===== src/rtl/est_pkg.sv =====
package est_pkg;

  localparam int unsigned EST_SLOTS = 4;
  localparam int unsigned EST_PTR_W = 2;

  typedef enum logic [1:0] {
    HALT_NOW     = 2'd0,
    HALT_AT_ZERO = 2'd1,
    HALT_IGN_A   = 2'd2,
    HALT_IGN_B   = 2'd3
  } halt_mode_e;

  // Decide whether the time base advances this cycle.
  function automatic logic count_enable(input halt_mode_e mode,
                                        input logic req,
                                        input logic at_zero);
    logic run;
    case (mode)
      HALT_NOW:     run = !req;
      HALT_AT_ZERO: run = !(req && at_zero);
      default:      run = 1'b1;
    endcase
    return run;
  endfunction

  // Rotating slot pointer, modulo the slot count.
  function automatic logic [EST_PTR_W-1:0] slot_after(input logic [EST_PTR_W-1:0] p);
    return p + EST_PTR_W'(1);
  endfunction

  // One-hot code of a slot index.
  function automatic logic [EST_SLOTS-1:0] slot_onehot(input logic [EST_PTR_W-1:0] p);
    logic [EST_SLOTS-1:0] v;
    v = '0;
    v[p] = 1'b1;
    return v;
  endfunction

endpackage


===== src/rtl/est_sync.sv =====
module est_sync #(
  parameter int unsigned STAGES = 2
) (
  input  logic clk,
  input  logic rst_n,
  input  logic d_async,
  output logic q_sync
);
  logic [STAGES-1:0] chain;

  always_ff @(posedge clk or negedge rst_n) begin
    if (!rst_n) chain <= '0;
    else        chain <= {chain[STAGES-2:0], d_async};
  end

  assign q_sync = chain[STAGES-1];
endmodule


===== src/rtl/est_prescaler.sv =====
module est_prescaler #(
  parameter int unsigned PRE_W = 5
) (
  input  logic             clk,
  input  logic             rst_n,
  input  logic             lvl,
  input  logic [PRE_W-1:0] ratio,
  output logic             div_out,
  output logic             ratio_changed
);
  logic             lvl_q;
  logic             tgl;
  logic [PRE_W-1:0] edge_cnt;
  logic [PRE_W-1:0] ratio_q;
  logic             lvl_rise;
  logic             bypass;

  function automatic logic at_terminal(input logic [PRE_W-1:0] c,
                                       input logic [PRE_W-1:0] n);
    return c == (n - PRE_W'(1));
  endfunction

  assign lvl_rise      = lvl && !lvl_q;
  assign bypass        = (ratio == '0);
  assign ratio_changed = (ratio != ratio_q);

  always_ff @(posedge clk or negedge rst_n) begin
    if (!rst_n) begin
      lvl_q    <= 1'b0;
      tgl      <= 1'b0;
      edge_cnt <= '0;
      ratio_q  <= '0;
    end else begin
      lvl_q   <= lvl;
      ratio_q <= ratio;
      if (ratio_changed) begin
        edge_cnt <= '0;
      end else if (lvl_rise && !bypass) begin
        if (at_terminal(edge_cnt, ratio)) begin
          edge_cnt <= '0;
          tgl      <= !tgl;
        end else begin
          edge_cnt <= edge_cnt + PRE_W'(1);
        end
      end
    end
  end

  assign div_out = bypass ? lvl : tgl;
endmodule


===== src/rtl/est_timebase.sv =====
module est_timebase
  import est_pkg::*;
#(
  parameter int unsigned CNT_W = 32
) (
  input  logic             clk,
  input  logic             rst_n,
  input  logic [1:0]       mode,
  input  logic             halt_req,
  input  logic             clr,
  output logic [CNT_W-1:0] count,
  output logic             advancing
);
  halt_mode_e mode_e;

  assign mode_e    = halt_mode_e'(mode);
  assign advancing = count_enable(mode_e, halt_req, count == '0);

  always_ff @(posedge clk or negedge rst_n) begin
    if (!rst_n)         count <= '0;
    else if (clr)       count <= '0;
    else if (advancing) count <= count + CNT_W'(1);
  end
endmodule


===== src/rtl/est_capture_bank.sv =====
module est_capture_bank
  import est_pkg::*;
#(
  parameter int unsigned CNT_W = 32
) (
  input  logic                           clk,
  input  logic                           rst_n,
  input  logic                           evt,
  input  logic                           load_en,
  input  logic [CNT_W-1:0]               time_now,
  output logic [EST_PTR_W-1:0]           ptr,
  output logic [EST_SLOTS*CNT_W-1:0]     stamps_flat,
  output logic [EST_SLOTS-1:0]           strobe
);
  always_ff @(posedge clk or negedge rst_n) begin
    if (!rst_n) begin
      ptr    <= '0;
      strobe <= '0;
    end else begin
      strobe <= evt ? slot_onehot(ptr) : '0;
      if (evt) ptr <= slot_after(ptr);
    end
  end

  for (genvar i = 0; i < EST_SLOTS; i++) begin : g_slot
    logic [CNT_W-1:0] stamp_r;
    logic             wr_en;

    assign wr_en = evt && load_en && (ptr == EST_PTR_W'(i));

    always_ff @(posedge clk or negedge rst_n) begin
      if (!rst_n)     stamp_r <= '0;
      else if (wr_en) stamp_r <= time_now;
    end

    assign stamps_flat[i*CNT_W +: CNT_W] = stamp_r;
  end
endmodule


===== src/rtl/edge_stamp_unit.sv =====
module edge_stamp_unit
  import est_pkg::*;
#(
  parameter int unsigned CNT_W       = 32,
  parameter int unsigned PRE_W       = 5,
  parameter int unsigned SYNC_STAGES = 2
) (
  input  logic             clk,
  input  logic             rst_n,
  input  logic [PRE_W-1:0] cfg_prediv,
  input  logic [3:0]       cfg_edge_fall,
  input  logic [3:0]       cfg_clr_after,
  input  logic             cfg_load_en,
  input  logic [1:0]       cfg_halt_mode,
  input  logic             sig_in,
  input  logic             halt_req,
  output logic [CNT_W-1:0] stamp_0,
  output logic [CNT_W-1:0] stamp_1,
  output logic [CNT_W-1:0] stamp_2,
  output logic [CNT_W-1:0] stamp_3,
  output logic [3:0]       evt_strobe
);
  // Named internal events, also used by the bound checker.
  logic                       sig_sync;
  logic                       div_sig;
  logic                       div_q;
  logic                       div_rise;
  logic                       div_fall;
  logic                       ratio_changed;
  logic                       qual_evt;
  logic                       clr_now;
  logic                       tb_advancing;
  logic [EST_PTR_W-1:0]       slot_ptr;
  logic [CNT_W-1:0]           tick_cnt;
  logic [EST_SLOTS*CNT_W-1:0] stamps_flat;

  est_sync #(.STAGES(SYNC_STAGES)) u_sync (
    .clk    (clk),
    .rst_n  (rst_n),
    .d_async(sig_in),
    .q_sync (sig_sync)
  );

  est_prescaler #(.PRE_W(PRE_W)) u_prescaler (
    .clk          (clk),
    .rst_n        (rst_n),
    .lvl          (sig_sync),
    .ratio        (cfg_prediv),
    .div_out      (div_sig),
    .ratio_changed(ratio_changed)
  );

  always_ff @(posedge clk or negedge rst_n) begin
    if (!rst_n) div_q <= 1'b0;
    else        div_q <= div_sig;
  end

  assign div_rise = div_sig && !div_q;
  assign div_fall = !div_sig && div_q;
  assign qual_evt = cfg_edge_fall[slot_ptr] ? div_fall : div_rise;
  assign clr_now  = qual_evt && cfg_clr_after[slot_ptr];

  est_timebase #(.CNT_W(CNT_W)) u_timebase (
    .clk      (clk),
    .rst_n    (rst_n),
    .mode     (cfg_halt_mode),
    .halt_req (halt_req),
    .clr      (clr_now),
    .count    (tick_cnt),
    .advancing(tb_advancing)
  );

  est_capture_bank #(.CNT_W(CNT_W)) u_bank (
    .clk        (clk),
    .rst_n      (rst_n),
    .evt        (qual_evt),
    .load_en    (cfg_load_en),
    .time_now   (tick_cnt),
    .ptr        (slot_ptr),
    .stamps_flat(stamps_flat),
    .strobe     (evt_strobe)
  );

  assign stamp_0 = stamps_flat[0*CNT_W +: CNT_W];
  assign stamp_1 = stamps_flat[1*CNT_W +: CNT_W];
  assign stamp_2 = stamps_flat[2*CNT_W +: CNT_W];
  assign stamp_3 = stamps_flat[3*CNT_W +: CNT_W];
endmodule


===== config.mk =====
export PLATFORM = sky130hd
export DESIGN_NAME = edge_stamp_unit
export DESIGN_NICKNAME = d
export VERILOG_FILES = /design/src/rtl/est_pkg.sv /design/src/rtl/est_sync.sv /design/src/rtl/est_prescaler.sv /design/src/rtl/est_timebase.sv /design/src/rtl/est_capture_bank.sv /design/src/rtl/edge_stamp_unit.sv
export SDC_FILE = /design/constraint.sdc
export NUM_CORES = 1
export LEC_CHECK = 0
export ABC_AREA = 1
export BUFFER_PORTS_ARGS = -buffer_cell sky130_fd_sc_hd__buf_2
export CAP_MARGIN = 30
export CORE_ASPECT_RATIO = 1.5
export CORE_MARGIN = 2
export CORE_UTILIZATION = 35
export CTS_CLUSTER_SIZE = 8
export DETAILED_ROUTE_END_ITERATION = 7
export PLACE_DENSITY = 0.58
export RECOVER_POWER = 25
export SLEW_MARGIN = 20
export SYNTH_ARGS = -nofsm -noshare
export SYNTH_HDL_FRONTEND = slang
export SYNTH_SLANG_ARGS = --single-unit

===== constraint.sdc =====
create_clock -name clk -period 2.1 [get_ports clk]
set_input_delay 0.42 -clock clk [delete_from_list [all_inputs] [get_ports clk]]
set_output_delay 0.42 -clock clk [all_outputs]
set_load 0.01 [all_outputs]

==> results.sh, run 1 <==
export IMPL_status="completed"
export IMPL_clockRootBuffer="clkbuf_16"
export IMPL_synth_compound_area_frac=0.00284
export IMPL_die_w_um=134
export IMPL_r2r_end="u_timebase.count[16]"
export IMPL_grt_usage=0.203
export IMPL_design_area_mm2=0.0107
export IMPL_synth_simple_gate_area_frac=0.363
export IMPL_gp_congestion=0.946
export IMPL_irDropWorstVdd_uv=580
export IMPL_antenna_found_initial=0
export IMPL_max_freq_mhz=508
export IMPL_routedWlPerCell_um=16.1
export IMPL_post_synth_top_area_cell="dfrtp_1"
export IMPL_clk_pin_slew_ns=0.07
export IMPL_rows=71
export IMPL_cp_cell_sequence="buf_4, ha_1, nand3_1, inv_1, nand2_1, nor2_1, xor2_1, nand3_1, nand2_1"
export IMPL_cts_sinks=181
export IMPL_start_util=0.353
export IMPL_p_per_area_mw_per_mm2=848
export IMPL_maxCapViolCount=0
export IMPL_cellLeakagePower_nw=6.20
export IMPL_drive_gt1_frac=0.193
export IMPL_syn_nets=1163
export IMPL_clk_latency_ns=0.44
export IMPL_yosys_top_cells_area="dfrtp_1 51%, nand2_1 19%, nand3_1 11%"
export IMPL_synth_xor_area_frac=0.0278
export IMPL_cp_start_kind="register"
export IMPL_numCtsBuffers=17
export IMPL_fin_nets=1315
export IMPL_slew_violations=0
export IMPL_htree_levels=4
export IMPL_antenna_cells=0
export IMPL_io_buffers=151
export IMPL_tritoncts="yes"
export IMPL_drtPass1Iterations=4
export IMPL_grt_ovfl_total=0
export IMPL_grt_pass1_wl_mm=41.9
export IMPL_vias_per_cell=4.78
export IMPL_holdWs_ns=0.0904
export IMPL_yosysSeqAreaShare=0.513
export IMPL_fin_worst_skew_ns=0.0123
export IMPL_cp_max_fo=10
export IMPL_syn_inst=1135
export IMPL_ys_ff_latch=181
export IMPL_cpMaxStageDelayCell="ha_1"
export IMPL_core_area_mm2=0.0250
export IMPL_rr_worst_depth=9
export IMPL_drtIter0Drc=380
export IMPL_ys_warnings_count=0
export IMPL_critPathArrivalTime_ns=2.34
export IMPL_ios=152
export IMPL_place_area_mm2=0.0102
export IMPL_route_detailed_drc=0
export IMPL_tightest_slew_ns=0.895
export IMPL_ant_nets=0
export IMPL_synth_top_family_by_area="simple AND/OR/NAND/NOR gates"
export IMPL_r2r_start="u_timebase.count[0]"
export IMPL_cp_top_family="simple AND/OR/NAND/NOR gates"
export IMPL_synth_area_mm2=0.00882
export IMPL_area_delta_synth_final_pct=21.3
export IMPL_holdPathStages=1
export IMPL_hp_class="in2reg"
export IMPL_end_kind="register"
export IMPL_grt_pass1_vias=7640
export IMPL_die_h_um=198
export IMPL_vias=7783
export IMPL_synth_top_cell_area_share=0.513
export IMPL_synthAdderAreaFrac=0.0113
export IMPL_worstPathRequired_ns=2.47
export IMPL_critPathMaxStageDelay_ns=0.36
export IMPL_grt_max_degree=65
export IMPL_synth_avg_cell_area_um2=7.77
export IMPL_die_area_mm2=0.0265
export IMPL_holdCritStartpoint="sig_in"
export IMPL_post_cts_buffers=0
export IMPL_cp_num_buf_inv=2
export IMPL_min_to="u_sync.chain[0]"
export IMPL_setup_violations=0
export IMPL_min_period_ns=1.97
export IMPL_timing_final_crit_share=0.938
export IMPL_muxShareOfSynthArea=0
export IMPL_rsz0062_at_grt="false"
export IMPL_drt_total_wl_mm=26.1
export IMPL_rrSetupSlack_ns=0.13
export IMPL_hold_viol_final=0
export IMPL_hpwl_mm=18.5
export IMPL_ys_types=22
export IMPL_relSlewSlack=0.403
export IMPL_path_class="reg2reg"
export IMPL_clockBufferDepth=2
[placed cells by master (no fill, tap or decap), types with 2 or more instances in the layout]
cell type / n
clkinvlp_4: 3
clkinv_4: 2
buf_4: 55
buf_12: 6
inv_1: 68
nand4_1: 36
nand3b_1: 2
clkbuf_8: 2
nand2_1: 439
buf_2: 147
nor2_1: 81
nor2_2: 3
nand3_1: 191
nand2_2: 2
dfrtp_1: 181
o21ai_0: 3
ha_1: 8
xor2_1: 14
clkbuf_1: 10
inv_6: 5
clkbuf_16: 17
xnor2_1: 14
[layer usage]
layer | vias up | routed length, µm | GRT usage
li1 | 3879 | - | -
met1 | 3739 | 11300 | 0.251
met2 | 143 | 13400 | 0.357
met3 | 22 | 983 | 0.0395
met4 | 0 | 489 | 0.0666
met5 | - | 0 | 0
[power breakdown]
group          internal, mW  switching, mW
sequential             3.72          0.185
clock                  1.69           1.42
combinational         0.623           1.44
total                  6.03           3.05
[worst max path at each step]
stage | start | cells past startpoint | end | slack (ns)
after floorplan | u_timebase.count[0] | 13 | u_timebase.count[18] | 0.23
after global placement | cfg_prediv[0] | 13 | u_bank.g_slot[0].stamp_r[2] | 0.01
after detailed placement | cfg_prediv[0] | 13 | u_bank.g_slot[0].stamp_r[8] | -0.06
after CTS | u_timebase.count[0] | 12 | u_timebase.count[25] | 0.08
after global routing | u_timebase.count[0] | 9 | u_timebase.count[16] | 0.01
final | u_timebase.count[0] | 9 | u_timebase.count[16] | 0.13
[Yosys cell counts]
cell type / instances
clkbuf_1: 48
nor2_2: 1
nand3_2: 1
buf_2: 26
nand2_4: 1
ha_1: 8
nand2_2: 1
buf_4: 1
buf_6: 13
nor2_4: 1
nand3b_1: 2
o21ai_1: 1
dfrtp_1: 181
nand3_1: 191
xnor2_1: 14
a21oi_1: 1
inv_1: 68
nand4_1: 36
nand2_1: 440
o21ai_0: 3
nor2_1: 83
xor2_1: 14
[what timing repair did]
action / CTS / global route
endpoints found under the setup margin: 0 / 19
resized for setup: 0 / 4
endpoints found under the hold margin: 47 / 0
hold buffers: 1 / 0
[stage by stage]
step | util | power (mW) | setup TNS (ns) | setup slack (ns) | instances
3_5_place_dp | 0.407 | 6.04 | -3.26 | -0.0607 | 1595
3_3_place_gp | 0.407 | 6.02 | 0 | 0.0122 | 1595
5_1_grt | 0.429 | 9.52 | 0 | 0.0101 | 1628
6_report | 0.429 | 9.07 | 0 | 0.130 | 1628
4_1_cts | 0.430 | 9.19 | 0 | 0.0788 | 1628
2_1_floorplan | - | 5.09 | 0 | 0.226 | 1135
[flip-flops by register name (all words and copies together), names as in the netlist]
name                   count
u_prescaler.lvl_q          1
u_timebase.count          32
div_q                      1
u_bank.ptr                 2
u_bank.g_slot.stamp_r    128
u_prescaler.ratio_q        5
u_sync.chain               2
u_bank.strobe              4
u_prescaler.tgl            1
u_prescaler.edge_cnt       5
[cell type report]
| cell class | instances | area, µm² |
|---|---|---|
| fill | 2580 | 14300 |
| sequential | 181 | 4530 |
| multi-input combinational | 798 | 3590 |
| timing repair buffer | 221 | 1350 |
| clock buffer | 20 | 447 |
| tap | 328 | 410 |
| inverter | 68 | 255 |
| clock inverter | 12 | 119 |
[logic make-up after synthesis]
family                     count (synthesis)
DFF                                      181
and+or+nand+nor                          757
AOI/OAI and AO/OA                          5
xor gates and xnor gates                  28
buffers and inverters                    156
adders and majority gates                  8
(Power assumes the default switching activity.)
==> inputs of run 2 (changes only) <==
--- a/config.mk
+++ b/config.mk
@@ -10,10 +10,10 @@
 export CAP_MARGIN = 30
 export CORE_ASPECT_RATIO = 1.5
 export CORE_MARGIN = 2
-export CORE_UTILIZATION = 35
+export CORE_UTILIZATION = 56
 export CTS_CLUSTER_SIZE = 8
 export DETAILED_ROUTE_END_ITERATION = 7
-export PLACE_DENSITY = 0.58
+export PLACE_DENSITY = 0.84
 export RECOVER_POWER = 25
 export SLEW_MARGIN = 20
 export SYNTH_ARGS = -nofsm -noshare
==> run 2 against run 1 <==
Effect of this change:
- register-to-register slack better by 0.06 ns
- largest power group unchanged
- routed wire length decreased by 9.3%
- largest cell class unchanged
- total power decreased by 0.66%
- die area is 37% lower
==> results.sh, run 2 (synthesized netlist as in run 1, its figures left out) <==
export IMPL_hold_viol_final=0
export IMPL_vias=7983
export IMPL_routedWlPerCell_um=15.9
export IMPL_cp_max_fo=32
export IMPL_drtPass1Iterations=7
export IMPL_drtIter0Drc=613
export IMPL_layout_common_cells="440 x nand2_1, 191 x nand3_1, 181 x dfrtp_1"
export IMPL_largest_reg_flops=128
export IMPL_rsz0062_at_grt="false"
export IMPL_cp_cell_sequence="inv_1, ha_1, inv_1, nor2_1, nand2_1, nor2_1, nand2_1, o21ai_2, buf_6, nand4_1, nand2_1"
export IMPL_final_common_cell="nand2_1"
export IMPL_grt_max_degree=67
export IMPL_ios=152
export IMPL_die_w_um=106
export IMPL_fin_nets=1302
export IMPL_critPathArrivalTime_ns=2.27
export IMPL_clk_pin_slew_ns=0.07
export IMPL_hp_class="in2reg"
export IMPL_irDropWorstVdd_uv=530
export IMPL_tightest_slew_ns=1.18
export IMPL_cp_num_buf_inv=3
export IMPL_antenna_cells=0
export IMPL_p_per_area_mw_per_mm2=862
export IMPL_grt_pass1_wl_mm=38.3
export IMPL_tritoncts="yes"
export IMPL_ant_nets=0
export IMPL_numCtsBuffers=17
export IMPL_min_period_ns=1.91
export IMPL_grt_usage=0.291
export IMPL_core_area_mm2=0.0156
export IMPL_end_kind="register"
export IMPL_cpMostUsedCell="nand2_1"
export IMPL_rows=56
export IMPL_cp_start_kind="register"
export IMPL_pre_cts_ws_ns=0.0134
export IMPL_die_h_um=158
export IMPL_cellLeakagePower_nw=6.16
export IMPL_place_area_mm2=0.00989
export IMPL_tns_ns=0
export IMPL_die_area_mm2=0.0168
export IMPL_design_area_mm2=0.0105
export IMPL_grt_pass1_vias=7564
export IMPL_cp_top_family="simple AND/OR/NAND/NOR gates"
export IMPL_antenna_found_initial=0
export IMPL_worstPathRequired_ns=2.46
export IMPL_fin_worst_skew_ns=0.00870
export IMPL_cts_sinks=181
export IMPL_clockRootBuffer="clkbuf_16"
export IMPL_drt_total_wl_mm=23.7
export IMPL_gp_congestion=0.942
export IMPL_area_delta_synth_final_pct=18.5
export IMPL_max_freq_mhz=524
export IMPL_timing_final_crit_share=0.909
export IMPL_clk_latency_ns=0.43
export IMPL_setup_violations=0
export IMPL_maxCapViolCount=0
export IMPL_drive_gt1_frac=0.187
export IMPL_grt_ovfl_total=0
export IMPL_path_class="reg2reg"
export IMPL_vias_per_cell=5.36
export IMPL_cpMaxStageDelayCell="dfrtp_1"
export IMPL_clockBufferDepth=2
export IMPL_post_cts_buffers=0
export IMPL_critPathMaxStageDelay_ns=0.38
export IMPL_io_buffers=151
export IMPL_hpwl_mm=16.4
export IMPL_slew_violations=0
export IMPL_status="completed"
export IMPL_htree_levels=4
export IMPL_route_detailed_drc=0
export IMPL_start_util=0.567
export IMPL_regMostFlops="u_bank.g_slot.stamp_r"
export IMPL_top_regs="u_bank.g_slot.stamp_r (128), u_timebase.count (32)"
export IMPL_setup_ws_ns=0.192
export IMPL_total_power_mw=9.02
export IMPL_relSlewSlack=0.212
export IMPL_fill_cells=1322
[run 2: cell types whose count changed in the layout (fill, tap and decap cells not counted), moves of 2 or more]
| cell | delta |
|---|---|
| clkbuf_1 | -5 |
| buf_4 | -10 |
| clkinvlp_4 | -2 |
| inv_6 | -2 |
| clkinv_4 | +2 |
| clkbuf_8 | -2 |
| inv_8 | +5 |
| buf_6 | +3 |
[run 2: what timing repair did]
action                                 in CTS  in global routing
hold buffers                                1                  0
resized for setup                           0                  2
endpoints found under the hold margin      41                  0
setup endpoints to repair                   0                 21
[run 2: layer usage]
metal | GRT usage | vias to the layer above | wire, µm
met5 | 0 | - | 0
li1 | - | 3850 | -
met4 | 0.123 | 0 | 648
met1 | 0.357 | 3796 | 9170
met2 | 0.514 | 290 | 12500
met3 | 0.0424 | 47 | 1410
[run 2: power by group]
part | switching (mW) | internal (mW) | total (mW)
Combinational | 1.31 | 0.585 | 1.89
Sequential | 0.234 | 3.71 | 3.95
Clock | 1.49 | 1.69 | 3.18
Total | 3.03 | 5.99 | 9.02
[run 2: per-stage QoR]
step                 util  instances  hold WS, ns
finish              0.672       1490       0.0855
global route        0.672       1490       0.0756
CTS                 0.674       1490       0.0793
detailed placement  0.636       1457        0.337
global placement    0.636       1457        0.334
floorplan               -       1135        0.124
[run 2: final cells by class]
class                           instances  area (µm²)  share of cell area
Clock inverter                         15         160              0.0153
Sequential cell                       181        4530               0.433
Inverter                               68         255              0.0244
Tap cell                              203         254              0.0243
Multi-Input combinational cell        798        3580               0.342
Timing Repair Buffer                  208        1250               0.120
Clock buffer                           17         425              0.0407
[run 2: final timing paths]
check / from / end / slack (ns) / cells past startpoint
max: u_timebase.count[0] / u_timebase.count[16] / 0.19 / 11
min: sig_in / u_sync.chain[0] / 0.09 / 1
max reg2reg: u_timebase.count[0] / u_timebase.count[16] / 0.19 / 11
min reg2reg: u_sync.chain[0] / u_sync.chain[1] / 0.35 / 0
max in group asynchronous: rst_n / u_bank.g_slot[0].stamp_r[28] / 0.37 / 3
min in group asynchronous: rst_n / u_bank.g_slot[1].stamp_r[20] / 0.76 / 2
[run 2: worst reg2reg max path, stage by stage (launching register included)]
cell,delay (ns)
dfrtp_1,0.38
inv_1,0.10
ha_1,0.16
inv_1,0.05
nor2_1,0.11
nand2_1,0.06
nor2_1,0.17
nand2_1,0.10
o21ai_2,0.16
buf_6,0.29
nand4_1,0.15
nand2_1,0.10
